File: config.mk
export PLATFORM = sky130hd
export DESIGN_NAME = usb_ep0_wr_seq
export DESIGN_NICKNAME = d
export VERILOG_FILES = /design/src/rtl/usb_ep0_pkg.sv /design/src/rtl/usb_ep0_req_capture.sv /design/src/rtl/usb_ep0_rx_buffer.sv /design/src/rtl/usb_ep0_irq_flags.sv /design/src/rtl/usb_ep0_stage_fsm.sv /design/src/rtl/usb_ep0_wr_seq.sv
export SDC_FILE = /design/constraint.sdc
export NUM_CORES = 1
export LEC_CHECK = 0
export BUFFER_PORTS_ARGS = -buffer_cell sky130_fd_sc_hd__buf_2
export CORE_UTILIZATION = 40
export CTS_CLUSTER_DIAMETER = 100
export CTS_CLUSTER_SIZE = 12
export DETAILED_ROUTE_END_ITERATION = 12
export PLACE_DENSITY_LB_ADDON = 0.08
export SKIP_LAST_GASP = 1
export SLEW_MARGIN = 30
export SYNTH_ARGS = -nofsm -noshare
export SYNTH_HDL_FRONTEND = slang
export SYNTH_SLANG_ARGS = --single-unit
File: constraint.sdc
create_clock -name clk -period 2.25 [get_ports clk]
set_clock_uncertainty 0.15 [all_clocks]
set_input_delay 0.225 -clock clk [delete_from_list [all_inputs] [get_ports clk]]
set_output_delay 0.225 -clock clk [all_outputs]
set_load 0.01 [all_outputs]
File: src/rtl/usb_ep0_pkg.sv
`timescale 1ns/1ps
package usb_ep0_pkg;
  localparam int REQ_BYTES = 8;
  localparam int REQ_IDX_W = $clog2(REQ_BYTES);
  localparam int IRQ_N     = 3;
  localparam int IRQ_SETUP = 0;
  localparam int IRQ_STAT  = 1;
  localparam int IRQ_EARLY = 2;

  typedef enum logic [2:0] {
    ST_IDLE, ST_SETUP_RX, ST_WAIT_CPU, ST_DATA, ST_STATUS, ST_ZLP_SENT
  } stage_e;

  typedef enum logic [1:0] {
    HS_ACK = 2'd0, HS_NAK = 2'd1, HS_ZLP1 = 2'd2
  } hs_e;

  typedef enum logic [1:0] {TK_NONE, TK_SETUP, TK_OUT} tok_e;

  typedef struct packed {
    logic [15:0] length;
    logic [15:0] index;
    logic [15:0] value;
    logic [7:0]  code;
    logic [7:0]  rtype;
  } req_t;
endpackage

File: src/rtl/usb_ep0_req_capture.sv
`timescale 1ns/1ps
module usb_ep0_req_capture
  import usb_ep0_pkg::*;
#(
  parameter int CNT_W = 4
) (
  input  logic             clk,
  input  logic             rst,
  input  logic             byte_we,
  input  logic [CNT_W-1:0] byte_idx,
  input  logic [7:0]       byte_in,
  input  logic             commit,
  output req_t             req
);
  logic [7:0]             stg [REQ_BYTES];
  logic [8*REQ_BYTES-1:0] stg_flat;

  always_ff @(posedge clk) begin
    if (byte_we && byte_idx < CNT_W'(REQ_BYTES))
      stg[byte_idx[REQ_IDX_W-1:0]] <= byte_in;
  end

  for (genvar g = 0; g < REQ_BYTES; g++) begin : g_flat
    assign stg_flat[8*g +: 8] = stg[g];
  end

  always_ff @(posedge clk) begin
    if (rst)         req <= '0;
    else if (commit) req <= req_t'(stg_flat);
  end
endmodule

File: src/rtl/usb_ep0_rx_buffer.sv
`timescale 1ns/1ps
module usb_ep0_rx_buffer #(
  parameter int DEPTH = 8,
  parameter int CNT_W = 4
) (
  input  logic             clk,
  input  logic             rst,
  input  logic             flush,
  input  logic             wr_en,
  input  logic [CNT_W-1:0] wr_idx,
  input  logic [7:0]       wr_byte,
  input  logic             commit,
  input  logic [CNT_W-1:0] commit_len,
  input  logic             rd_req,
  output logic [7:0]       rd_data,
  output logic             ready,
  output logic [CNT_W-1:0] count
);
  localparam int ADDR_W = $clog2(DEPTH);

  logic [7:0]       mem [DEPTH];
  logic [CNT_W-1:0] rd_ptr;
  logic             rd_fire;

  assign rd_fire = rd_req && ready && !flush;

  always_ff @(posedge clk) begin
    if (wr_en && wr_idx < CNT_W'(DEPTH))
      mem[wr_idx[ADDR_W-1:0]] <= wr_byte;
  end

  always_ff @(posedge clk) begin
    if (rst)          rd_data <= '0;
    else if (rd_fire) rd_data <= mem[rd_ptr[ADDR_W-1:0]];
  end

  always_ff @(posedge clk) begin
    if (rst || flush) begin
      rd_ptr <= '0;
      ready  <= 1'b0;
      count  <= '0;
    end else if (commit) begin
      rd_ptr <= '0;
      count  <= commit_len;
      ready  <= (commit_len != '0);
    end else if (rd_fire) begin
      rd_ptr <= rd_ptr + CNT_W'(1);
      if (rd_ptr + CNT_W'(1) == count) ready <= 1'b0;
    end
  end
endmodule

File: src/rtl/usb_ep0_irq_flags.sv
`timescale 1ns/1ps
module usb_ep0_irq_flags #(
  parameter int N = 3
) (
  input  logic         clk,
  input  logic         rst,
  input  logic [N-1:0] set,
  input  logic [N-1:0] clr,
  output logic [N-1:0] flags
);
  for (genvar g = 0; g < N; g++) begin : g_flag
    always_ff @(posedge clk) begin
      if (rst)         flags[g] <= 1'b0;
      else if (set[g]) flags[g] <= 1'b1;
      else if (clr[g]) flags[g] <= 1'b0;
    end
  end
endmodule

File: src/rtl/usb_ep0_stage_fsm.sv
`timescale 1ns/1ps
module usb_ep0_stage_fsm
  import usb_ep0_pkg::*;
#(
  parameter int MAX_PKT = 8,
  parameter int CNT_W   = 4
) (
  input  logic             clk,
  input  logic             rst,
  input  logic             tok_setup,
  input  logic             tok_out,
  input  logic             tok_in,
  input  logic             rx_ack,
  input  logic             pkt_end,
  input  logic             pkt_pid1,
  input  logic             pkt_crc_ok,
  input  logic [CNT_W-1:0] rx_len,
  input  logic             buf_ready,
  input  logic             cpu_setup_ack,
  input  logic             cpu_end,
  output logic             stg_gate,
  output logic             buf_gate,
  output logic             req_commit,
  output logic             buf_commit,
  output logic             buf_flush,
  output logic [IRQ_N-1:0] irq_set,
  output logic             hs_vld,
  output logic [1:0]       hs_kind
);
  stage_e st, st_nxt;
  tok_e   last_q;
  logic   acc_q;
  logic   exp_pid1_q, exp_nxt;
  logic   hs_set;
  hs_e    hs_k;
  logic   setup_ok, out_ok;

  assign setup_ok = pkt_crc_ok && !pkt_pid1 && (rx_len == CNT_W'(REQ_BYTES));
  assign out_ok   = pkt_crc_ok && (rx_len <= CNT_W'(MAX_PKT));
  assign stg_gate = (last_q == TK_SETUP) && (st == ST_SETUP_RX);
  assign buf_gate = (last_q == TK_OUT) && acc_q;

  always_comb begin
    st_nxt     = st;
    exp_nxt    = exp_pid1_q;
    hs_set     = 1'b0;
    hs_k       = HS_ACK;
    req_commit = 1'b0;
    buf_commit = 1'b0;
    buf_flush  = 1'b0;
    irq_set    = '0;
    if (tok_setup) begin
      st_nxt    = ST_SETUP_RX;
      buf_flush = 1'b1;
    end else begin
      if (tok_in) begin
        unique case (st)
          ST_WAIT_CPU: begin
            hs_set = 1'b1;
            hs_k   = HS_NAK;
          end
          ST_DATA: begin
            hs_set             = 1'b1;
            hs_k               = HS_NAK;
            irq_set[IRQ_EARLY] = 1'b1;
          end
          ST_STATUS, ST_ZLP_SENT: begin
            hs_set = 1'b1;
            hs_k   = HS_ZLP1;
            st_nxt = ST_ZLP_SENT;
          end
          default: ;
        endcase
      end else if (rx_ack) begin
        if (st == ST_ZLP_SENT) begin
          st_nxt            = ST_IDLE;
          irq_set[IRQ_STAT] = 1'b1;
        end
      end else if (pkt_end) begin
        if (last_q == TK_SETUP && st == ST_SETUP_RX && setup_ok) begin
          hs_set             = 1'b1;
          hs_k               = HS_ACK;
          req_commit         = 1'b1;
          irq_set[IRQ_SETUP] = 1'b1;
          st_nxt             = ST_WAIT_CPU;
          exp_nxt            = 1'b1;
        end else if (last_q == TK_OUT && out_ok) begin
          if (st == ST_WAIT_CPU) begin
            hs_set = 1'b1;
            hs_k   = HS_NAK;
          end else if (st == ST_DATA) begin
            hs_set = 1'b1;
            if (!acc_q) begin
              hs_k = HS_NAK;
            end else begin
              hs_k = HS_ACK;
              if (pkt_pid1 == exp_pid1_q) begin
                buf_commit = 1'b1;
                exp_nxt    = !exp_pid1_q;
              end
            end
          end
        end
      end
      if (cpu_setup_ack && st == ST_WAIT_CPU) st_nxt = ST_DATA;
      if (cpu_end && st == ST_DATA)           st_nxt = ST_STATUS;
    end
  end

  always_ff @(posedge clk) begin
    if (rst) begin
      st         <= ST_IDLE;
      last_q     <= TK_NONE;
      acc_q      <= 1'b0;
      exp_pid1_q <= 1'b0;
      hs_vld     <= 1'b0;
      hs_kind    <= HS_ACK;
    end else begin
      st         <= st_nxt;
      exp_pid1_q <= exp_nxt;
      hs_vld     <= hs_set;
      hs_kind    <= hs_k;
      if (tok_setup)               last_q <= TK_SETUP;
      else if (tok_out)            last_q <= TK_OUT;
      else if (tok_in || pkt_end)  last_q <= TK_NONE;
      if (tok_setup)    acc_q <= 1'b0;
      else if (tok_out) acc_q <= (st == ST_DATA) && !buf_ready;
    end
  end
endmodule

File: src/rtl/usb_ep0_wr_seq.sv
`timescale 1ns/1ps
module usb_ep0_wr_seq
  import usb_ep0_pkg::*;
#(
  parameter int MAX_PKT = 8,
  parameter int CNT_W   = $clog2(MAX_PKT + 2)
) (
  input  logic             clk,
  input  logic             rst,
  input  logic             tok_setup,
  input  logic             tok_out,
  input  logic             tok_in,
  input  logic             rx_ack,
  input  logic             rx_byte_vld,
  input  logic [7:0]       rx_byte,
  input  logic             rx_pkt_end,
  input  logic             rx_pid_data1,
  input  logic             rx_crc_ok,
  output logic             hs_vld,
  output logic [1:0]       hs_kind,
  output logic [2:0]       irq_flags,
  input  logic [2:0]       irq_clr,
  output logic [7:0]       req_type,
  output logic [7:0]       req_code,
  output logic [15:0]      req_value,
  output logic [15:0]      req_index,
  output logic [15:0]      req_length,
  input  logic             cpu_setup_ack,
  output logic             data_ready,
  output logic [CNT_W-1:0] data_count,
  input  logic             cpu_rd,
  output logic [7:0]       rd_data,
  input  logic             cpu_eop_wr,
  input  logic             cpu_eop_bit
);
  localparam logic [CNT_W-1:0] LEN_SAT = CNT_W'(MAX_PKT + 1);

  logic [CNT_W-1:0] rx_len;
  logic             stg_gate, buf_gate;
  logic             req_commit, buf_commit, buf_flush;
  logic [IRQ_N-1:0] irq_set;
  req_t             req;

  always_ff @(posedge clk) begin
    if (rst)                                 rx_len <= '0;
    else if (tok_setup || tok_out)           rx_len <= '0;
    else if (rx_byte_vld && rx_len != LEN_SAT) rx_len <= rx_len + CNT_W'(1);
  end

  usb_ep0_stage_fsm #(.MAX_PKT(MAX_PKT), .CNT_W(CNT_W)) u_fsm (
    .clk          (clk),
    .rst          (rst),
    .tok_setup    (tok_setup),
    .tok_out      (tok_out),
    .tok_in       (tok_in),
    .rx_ack       (rx_ack),
    .pkt_end      (rx_pkt_end),
    .pkt_pid1     (rx_pid_data1),
    .pkt_crc_ok   (rx_crc_ok),
    .rx_len       (rx_len),
    .buf_ready    (data_ready),
    .cpu_setup_ack(cpu_setup_ack),
    .cpu_end      (cpu_eop_wr && !cpu_eop_bit),
    .stg_gate     (stg_gate),
    .buf_gate     (buf_gate),
    .req_commit   (req_commit),
    .buf_commit   (buf_commit),
    .buf_flush    (buf_flush),
    .irq_set      (irq_set),
    .hs_vld       (hs_vld),
    .hs_kind      (hs_kind)
  );

  usb_ep0_req_capture #(.CNT_W(CNT_W)) u_req (
    .clk     (clk),
    .rst     (rst),
    .byte_we (rx_byte_vld && stg_gate),
    .byte_idx(rx_len),
    .byte_in (rx_byte),
    .commit  (req_commit),
    .req     (req)
  );

  usb_ep0_rx_buffer #(.DEPTH(MAX_PKT), .CNT_W(CNT_W)) u_buf (
    .clk       (clk),
    .rst       (rst),
    .flush     (buf_flush),
    .wr_en     (rx_byte_vld && buf_gate),
    .wr_idx    (rx_len),
    .wr_byte   (rx_byte),
    .commit    (buf_commit),
    .commit_len(rx_len),
    .rd_req    (cpu_rd),
    .rd_data   (rd_data),
    .ready     (data_ready),
    .count     (data_count)
  );

  usb_ep0_irq_flags #(.N(IRQ_N)) u_irq (
    .clk  (clk),
    .rst  (rst),
    .set  (irq_set),
    .clr  (irq_clr),
    .flags(irq_flags)
  );

  assign req_type   = req.rtype;
  assign req_code   = req.code;
  assign req_value  = req.value;
  assign req_index  = req.index;
  assign req_length = req.length;
endmodule

==> reports/qor.txt <==
startpoint types: input pin
routed vias/inst: 4.98
DR WL/cell: 17.4 microns
mux share of post-synthesis cell area: 0.0553
first-pass GRT wire length: 29.4 mm
Syn. warnings: 0
Post-Synth XOR/XNOR Area: 0.0137
total wire length: 18.9 mm
fin cells: 1087
cells after synthesis: 653
vias in the first global route: 5350
Final Hold Viols: 0
status: completed
worst vdd ir: 0.000672 V
clk buf depth: 3
R2R Setup Slk: 0.10 ns
endpoints failing setup: 0
DP Wirelength: 12.3 mm
setup_tns: 0 ns
clk sinks: 226
number of buffers created by CTS: 22
Buffers on Ports: 107
Placer Congestion: 0.829
register area share after synthesis: 0.698
Critical Path RT: 2.47 ns
CP max FO: 28
worst hold stages: 1
final period utilization: 0.984
max-slew violations: 0
# DRC: 0
Adder-Cell Fraction of Synth Area: 0.0105
# rows: 52
area of the core: 20300 sq um
antenna fix cells: 0
pin count of the biggest net entering global routing: 37
EDFF count, synth: 128
Syn Nets: 685
Non-Filler Cell Area, Final: 10200 sq um
unique cell type count in the Yosys netlist: 49
placed cells: 1033
initial antenna violation count: 0
Max-cap violations: 0
H-tree level count: 1
WHS Endpoint: u_req.stg[6][4]
largest family of logic cells by synthesized area: simple AND/OR/NAND/NOR gates
synthesized area: 8320 sq um
routed vias: 5409
Worst-Margin Slew: 0.511 ns
placed inst area: 9370 sq um
FF-to-FF Start: u_fsm.last_q[0]
Worst Setup End Kind: flip-flop
Synth Area in Compound Gates: 0.0743
Initial Util: 0.410
Hold Startpoint: rx_byte[4]
die area: 21400 sq um
Worst slew margin: 0.659
CTS root buffer: clkbuf_16
Arr. time, crit path: 2.43 ns
TritonCTS clock tree: yes
GRT overflow: 0
RSZ-0062 raised after global routing: true
fmax: 0.452 GHz
cell area power density: 777 nW/um^2
ys flop type: edfxtp_1
share of the synthesized area in the top cell type: 0.462
worst-skew pair later-pin latency: 0.50 ns
area leader, netlist: edfxtp_1
cell depth of the worst flop-to-flop path: 5
Worst Hold Class: input pin to flip-flop
GRT Resource Usage Total: 0.177
critical path class: input pin to flip-flop
remaining antenna violation count: 0
I/O pin count: 108
final core area utilization: 0.501
asr flop ratio synth: 0
Pleak: 3.65 nW
syn_area_per_cell: 12.7 sq um
Tmin final: 2.21 ns
synth-to-layout area growth: 22.2%
Reg clk slew, reported paths: 0.06 ns
layout cells sized above 1: 0.244
largest cells by area after synthesis: edfxtp_1 46%, dfxtp_1 24%, nand2_1 6.2%
number of synthesized register bits: 226
final net count: 833
Simple-Gate Fraction of Synth Area: 0.120
iteration-0 DRC count of the detailed router: 311
die extent in y: 146 microns
RR Endpoint: req_type[1]
Die W: 146 microns
TritonRoute pass-1 iters: 4
==> worst max-delay path: stages <==
cell and delay, ns:
dlygate4sd3_1 0.53, buf_2 0.13, or4b_1 0.58, or4_4 0.60
buf_12 0.19, nand2_1 0.09, a21oi_1 0.07
==> layout make-up <==
cell class                 instances  area (sq um)
multi-input combinational        381          2290
sequential                       226          5810
clock buffer                      40           649
timing repair buffer             162          1060
inverter                           8          30.0
tap                              270           338
fill                            1853         10100
==> layout by cell type, fill, tap and decap left out, types with 2 or more instances in the layout <==
| cell type | n |
|---|---|
| nand2_1 | 137 |
| edfxtp_1 | 128 |
| buf_2 | 107 |
| dfxtp_1 | 98 |
| a21oi_1 | 85 |
| buf_4 | 37 |
| clkbuf_16 | 24 |
| nor2_1 | 22 |
| mux4_2 | 16 |
| clkbuf_1 | 16 |
| o21ai_0 | 13 |
| nor3_1 | 12 |
| dlygate4sd3_1 | 12 |
| mux2i_1 | 10 |
| nand3_1 | 8 |
| inv_1 | 7 |
| nand2b_1 | 7 |
| xnor2_1 | 7 |
| ha_1 | 7 |
| nand3b_1 | 6 |
| xor2_1 | 6 |
| a211oi_1 | 5 |
| buf_12 | 5 |
| nor2b_1 | 4 |
| nand4_1 | 4 |
| nor4b_1 | 2 |
| and3b_1 | 2 |
| or3_1 | 2 |
==> routing by layer <==
metal | track usage | vias to the layer above | wire, microns
met5 | 0 | - | 0
met4 | 0.0448 | 0 | 285
met3 | 0.0306 | 20 | 988
met2 | 0.305 | 135 | 9450
met1 | 0.232 | 2631 | 8190
li1 | - | 2623 | -
==> registers in the layout, summed over array words and instances, names as in the netlist, 8 cells and up <==
name / cells
req_code: 8
req_index: 16
req_length: 16
req_type: 8
req_value: 16
u_buf.mem: 64
u_buf.rd_data: 8
u_req.stg: 64
==> per-stage QoR <==
| stage | setup slack (ns) | power, mW | hold WS [ns] |
|---|---|---|---|
| CTS | 0.0329 | 8.02 | 0.00200 |
| global placement | 0.0543 | 4.61 | 0.285 |
| finish | 0.0360 | 7.91 | 0.00919 |
| detailed placement | 0.0563 | 4.62 | 0.290 |
| global route | -0.00206 | 8.18 | 0.0103 |
| floorplan | 0.0345 | 4.52 | 0.152 |
==> cells in the mapped netlist, types with 2 or more instances <==
master    count
nand2b_1      7
nor4b_1       2
inv_1         8
a211oi_1      5
buf_2         2
xnor2_1       7
mux4_2       16
buf_6         6
edfxtp_1    128
nand2_1     137
dfxtp_1      98
o21ai_0      13
nor3_1       13
xor2_1        6
clkbuf_1     21
nor2b_1       4
a21oi_1      85
ha_1          7
and3b_1       2
buf_1         3
nand3b_1      6
buf_4         6
mux2i_1      10
or3_1         2
nor2_1       23
nand4_1       4
nor4_1        2
nand3_1       9
==> report_power, final <==
group	switching [mW]	total [mW]	internal, mW
registers	0.00331	4.37	4.36
clock network	1.44	3.38	1.94
logic	0.115	0.167	0.0520
total	1.56	7.91	6.35
==> worst max path at each step <==
stage,to,start,depth (start not counted)
after detailed placement,u_req.stg[6][2],u_fsm.last_q[0],5
final,req_type[1],tok_setup,7
after floorplan,u_req.stg[0][0],u_fsm.st[2],4
after CTS,u_req.stg[6][3],u_fsm.last_q[0],5
after global placement,u_req.stg[6][2],u_fsm.last_q[0],5
after global routing,req_index[14],tok_setup,8
==> what timing repair did <==
action                                 CTS  global route
hold buffers                            12             0
endpoints found under the hold margin   19             0
resized for setup                        0             2
setup endpoints to repair                0            15
buffers inserted                         0             1
==> kinds of logic after synthesis <==
kind of cell	Yosys count
AO/OA/AOI/OAI	114
XOR/XNOR	13
adder cells (fa/ha/maj)	7
AND/OR/NAND/NOR	221
buffers and inverters	46
multiplexers	26
flip-flops	226
No activity file was read; power rests on OpenSTA's default activity.
